**src/rtl/alu8_pv.sv**
```systemverilog
module alu8_pv #(
  parameter int W = 8
) (
  input  logic         clk,
  input  logic         rst_n,
  input  logic         en,
  input  logic [3:0]   op,
  input  logic [W-1:0] a,
  input  logic [W-1:0] b,
  input  logic         cin,
  input  logic         cnt_zero,
  input  logic         ie_bit,
  output logic [W-1:0] res,
  output logic [7:0]   flags,
  output logic [7:0]   flags_q
);
  localparam int MSB = W - 1;
  localparam int NIB = W / 2;

  localparam logic [3:0] OP_ADD = 4'd0, OP_ADC = 4'd1, OP_SUB = 4'd2, OP_SBC = 4'd3;
  localparam logic [3:0] OP_AND = 4'd4, OP_OR  = 4'd5, OP_XOR = 4'd6;
  localparam logic [3:0] OP_RL  = 4'd7, OP_RR  = 4'd8;
  localparam logic [3:0] OP_BLK = 4'd9, OP_LDI = 4'd10, OP_INP = 4'd11;

  logic         is_sub, cbit;
  logic [W:0]   wide;
  logic [W-1:0] mid;
  logic [NIB:0] lo;
  logic         h, pv, n, c;

  assign is_sub = (op == OP_SUB) || (op == OP_SBC);
  assign cbit   = ((op == OP_ADC) || (op == OP_SBC)) & cin;

  always_comb begin
    if (is_sub) begin
      wide = {1'b0, a} - {1'b0, b} - {{W{1'b0}}, cbit};
      mid  = {1'b0, a[MSB-1:0]} - {1'b0, b[MSB-1:0]} - {{(W-1){1'b0}}, cbit};
      lo   = {1'b0, a[NIB-1:0]} - {1'b0, b[NIB-1:0]} - {{NIB{1'b0}}, cbit};
    end else begin
      wide = {1'b0, a} + {1'b0, b} + {{W{1'b0}}, cbit};
      mid  = {1'b0, a[MSB-1:0]} + {1'b0, b[MSB-1:0]} + {{(W-1){1'b0}}, cbit};
      lo   = {1'b0, a[NIB-1:0]} + {1'b0, b[NIB-1:0]} + {{NIB{1'b0}}, cbit};
    end
  end

  always_comb begin
    res = a;
    h   = 1'b0;
    n   = 1'b0;
    c   = 1'b0;
    pv  = 1'b0;
    case (op)
      OP_ADD, OP_ADC, OP_SUB, OP_SBC: begin
        res = wide[W-1:0];
        c   = wide[W];
        h   = lo[NIB];
        n   = is_sub;
        pv  = mid[MSB] ^ wide[W];
      end
      OP_AND, OP_OR, OP_XOR: begin
        res = (op == OP_AND) ? (a & b) : (op == OP_OR) ? (a | b) : (a ^ b);
        h   = (op == OP_AND);
        pv  = ~^res;
      end
      OP_RL: begin
        res = {a[MSB-1:0], cin};
        c   = a[MSB];
        pv  = ~^res;
      end
      OP_RR: begin
        res = {cin, a[MSB:1]};
        c   = a[0];
        pv  = ~^res;
      end
      OP_BLK: begin c = cin; pv = ~cnt_zero; end
      OP_LDI: begin c = cin; pv = ie_bit;    end
      OP_INP: begin c = cin; pv = ~^a;       end
      default: ;
    endcase
  end

  assign flags = (op > OP_INP) ? 8'h00 : {res[MSB], ~|res, 1'b0, h, 1'b0, pv, n, c};

  always_ff @(posedge clk or negedge rst_n) begin
    if (!rst_n)  flags_q <= 8'h00;
    else if (en) flags_q <= flags;
  end

  p_load_r11: assert property (@(posedge clk) disable iff (!rst_n)
    en |=> flags_q == $past(flags));
  p_hold_r11: assert property (@(posedge clk) disable iff (!rst_n)
    !en |=> $stable(flags_q));
  p_no_overflow_r4: assert property (@(posedge clk) disable iff (!rst_n)
    (is_sub && (a[MSB] == b[MSB])) |-> !flags[2]);
  p_add_unlike_r4: assert property (@(posedge clk) disable iff (!rst_n)
    ((op == OP_ADD || op == OP_ADC) && (a[MSB] != b[MSB])) |-> !flags[2]);
  p_logic_carry_r5: assert property (@(posedge clk) disable iff (!rst_n)
    (op == OP_AND || op == OP_OR || op == OP_XOR) |-> (flags[0] == 1'b0 && flags[1] == 1'b0));
  p_rot_hn_r6: assert property (@(posedge clk) disable iff (!rst_n)
    (op == OP_RL || op == OP_RR) |-> (flags[4] == 1'b0 && flags[1] == 1'b0));
  p_blk_pv_r7: assert property (@(posedge clk) disable iff (!rst_n)
    (op == OP_BLK) |-> (flags[2] != cnt_zero));
  p_spare_bits_r1: assert property (@(posedge clk) disable iff (!rst_n)
    (flags[5] == 1'b0 && flags[3] == 1'b0));
endmodule

```
**config.mk**
```make
export PLATFORM = sky130hd
export DESIGN_NAME = alu8_pv
export DESIGN_NICKNAME = d
export VERILOG_FILES = /design/src/rtl/alu8_pv.sv
export SDC_FILE = /design/constraint.sdc
export NUM_CORES = 1
export LEC_CHECK = 0
export BUFFER_PORTS_ARGS = -buffer_cell sky130_fd_sc_hd__buf_2
export CORE_ASPECT_RATIO = 1.4
export CORE_UTILIZATION = 51
export DETAILED_ROUTE_END_ITERATION = 6
export GPL_TIMING_DRIVEN = 1
export PLACE_DENSITY_LB_ADDON = 0.12
export SYNTH_ARGS = -nofsm -noshare
export SYNTH_HDL_FRONTEND = slang
export SYNTH_SLANG_ARGS = --single-unit
```
**constraint.sdc**
```tcl
create_clock -name clk -period 3.1 [get_ports clk]
set_clock_uncertainty 0.2 [all_clocks]
set_input_delay 0.155 -clock clk [delete_from_list [all_inputs] [get_ports clk]]
set_output_delay 0.155 -clock clk [all_outputs]
set_load 0.005 [all_outputs]
```
==> results_dict.tcl <==
set metrics [dict create \
    status "finished, violations left" \
    violations "DRC" \
    antenna_found_initial 0 \
    cts_buffer_depth 2 \
    synthCells 299 \
    initial_core_util_pct 53.2 \
    peakVddDrop_v 0.000329 \
    die-area_um2 4660 \
    clk_pin_slew_ps 40 \
    wl_per_cell_um 15.5 \
    synthTopCellsByArea "ha_1, xnor2_1, dfrtp_1, inv_1, a21oi_1" \
    port_buffers 45 \
    p_total_uw 836 \
    grt_pass1_vias 2338 \
    crit_path_top_delay_cell "fa_2" \
    crit_path_max_fanout 3 \
    fin_nets 439 \
    crit_top_cell "nor2_1" \
    synth_most_common_cell "inv_1" \
    powerDensity_nw_per_um2 282 \
    dp.final_hpwl_mm 5.21 \
    ant_nets 0 \
    syn_area_per_cell_um2 7.49 \
    path_class "primary input to output pin" \
    drtIter0Drc 147 \
    slew_viol_final 0 \
    vias 2488 \
    vias_per_cell 5.90 \
    cp_data_required_time_ps 2740 \
    drive_above_1_share_pct 34.0 \
    grt_use_total_pct 29.0 \
    drv_cap 0 \
    cts.sinks 6 \
    grt_pass1_wl_mm 10.6 \
    ys_types 66 \
    numCtsBuffers 3 \
    cts-root-buf "clkbuf_8" \
    path_cells "buf_8 -> nor2_4 -> nand3_4 -> inv_1 -> fa_2 -> ha_4 -> nor3b_1 -> a21oi_1 -> o32ai_1 -> o32a_1 -> nor2_1 -> and4bb_1 -> o2111ai_2 -> nor2_1 -> buf_2" \
    netlist_top_cells_count "inv_1, ha_1, xnor2_1" \
    asyncSetResetFlopFracSynth_pct 100 \
    worstMarginPinSlew_ps 645 \
    area_growth_pct 32.5 \
    path_delay_family "adder cells" \
    diodes 0 \
    cp.arrival_ps 2680 \
    critPathBufInv 3 \
    ys_ff_latch 6 \
    reg.largest.list "flags_q: 6 flops" \
    synth-seq-area-share_pct 6.71 \
    critical_path.max_stage_delay_ps 470 \
    cts_tree "yes" \
    grt_setup_unrepaired "true" \
    period_share_pct 97.9 \
    clkLatencyLatePin_ps 220 \
    gp_congestion 0.868 \
    final.setup.tns_ps 0 \
    yosysWarnings 0 \
    fmax_mhz 330 \
    rows 28 \
    yosysTopAreaCellShare_pct 16.8 \
    syn-cell-area_um2 2240 \
    slew_headroom_pct 56.7 \
    hp-class "primary input to flop" \
    drc 3 \
    grt_max_degree 28 \
    gr-total-overflow 0 \
    setup_violations 0 \
    ys.flop_type "dfrtp_1" \
    min_period_ps 3030 \
    endpoint_kind "output pin" \
    io_pins 50 \
    yosysTopAreaCell "ha_1" \
    worst_setup_path_start_kind "primary input" \
    top_register "flags_q" \
    largest_reg_flops 6 \
    hold_viol_final 0 \
    routed_wl_mm 6.54 \
    die_h_um 80.4 \
    die_w_um 58.0 \
    cts_max_level 1 \
    first_pass_iters 6 \
    leakage_uw 0.00144 \
    synth_edf_count 0 \
    core_area_um2 4200 \
]
-- power breakdown --
group | internal, uW | switching (uW) | total, uW
clock | 83.2 | 31.8 | 115
sequential | 88.4 | 5.12 | 93.5
combinational | 307 | 320 | 628
total | 479 | 357 | 836
-- metal layers --
layer / wire length, um / track usage [%] / share of wire, % / vias up
met5: 0 / 0 / 0 / -
met4: 137 / 8.57 / 2.1 / 0
met3: 292 / 2.74 / 4.5 / 14
met2: 3400 / 51.3 / 52 / 91
met1: 2720 / 36.5 / 42 / 1180
li1: - / - / - / 1203
-- per-stage QoR --
stage / std cells / utilization (%) / hold WS (ps) / cell area (um^2) / setup WS [ps]
floorplan: 302 / - / -341 / 2280 / 25.0
global placement: 413 / 65.5 / -216 / 2750 / -128
detailed placement: 413 / 65.5 / -214 / 2750 / -136
CTS: 421 / 69.6 / 48.7 / 2930 / 19.9
global route: 422 / 70.5 / 68.7 / 2970 / -43.1
finish: 422 / 70.5 / 54.3 / 2970 / 66.4
-- timing repair --
item | in CTS | in global routing
buffers inserted | 5 | 2
endpoints found under the setup margin | 3 | 6
hold endpoints to repair | 6 | 0
gates resized for setup | 16 | 7
pin swaps | 17 | 12
hold buffers | 1 | 0
-- logic make-up (layout without fill, tap and decap cells) --
| kind of cell | after synthesis | after routing | share of synthesized area (%) |
|---|---|---|---|
| multiplexers | 9 | 9 | 4.42 |
| other | 1 | 4 | 0.168 |
| AO/OA/AOI/OAI | 88 | 88 | 28.6 |
| buffers and inverters | 55 | 130 | 10.6 |
| flip-flops | 6 | 6 | 6.71 |
| XOR/XNOR | 33 | 33 | 12.9 |
| adder cells (fa/ha/maj) | 34 | 34 | 20.3 |
| AND/OR/NAND/NOR | 73 | 73 | 16.3 |
-- area by class of cell --
cell class	instances	area [um^2]
multi-input cells	241	1990
well taps	45	56.3
repair buffers	92	597
clock buffers	3	41.3
inverters	35	131
flip-flops and latches	6	150
fillers	360	1240
-- placed cells by master (no fill, tap or decap), drive strengths merged, types with 5 or more instances in the layout --
cell type	n
nor2	23
a21oi	24
xor2	7
ha	30
o211ai	5
dfrtp	6
nand3	7
o21ai	15
inv	34
a21o	5
mux2i	5
buf	91
nand2	19
xnor2	26
-- worst paths after layout --
check                                        from                     end  slack (ps)  cells past startpoint
hold / removal                                 en  flags_q[2]$_DFFE_PN0P_          50                      2
hold reg to reg            flags_q[1]$_DFFE_PN0P_  flags_q[1]$_DFFE_PN0P_         300                      1
setup / recovery                            op[3]                flags[6]          70                     15
setup reg to reg           flags_q[0]$_DFFE_PN0P_  flags_q[0]$_DFFE_PN0P_        2160                      1
min in group asynchronous                   rst_n  flags_q[0]$_DFFE_PN0P_         100                      2
max in group asynchronous                   rst_n  flags_q[4]$_DFFE_PN0P_        2450                      2
Power figures use the tool's default switching activity.
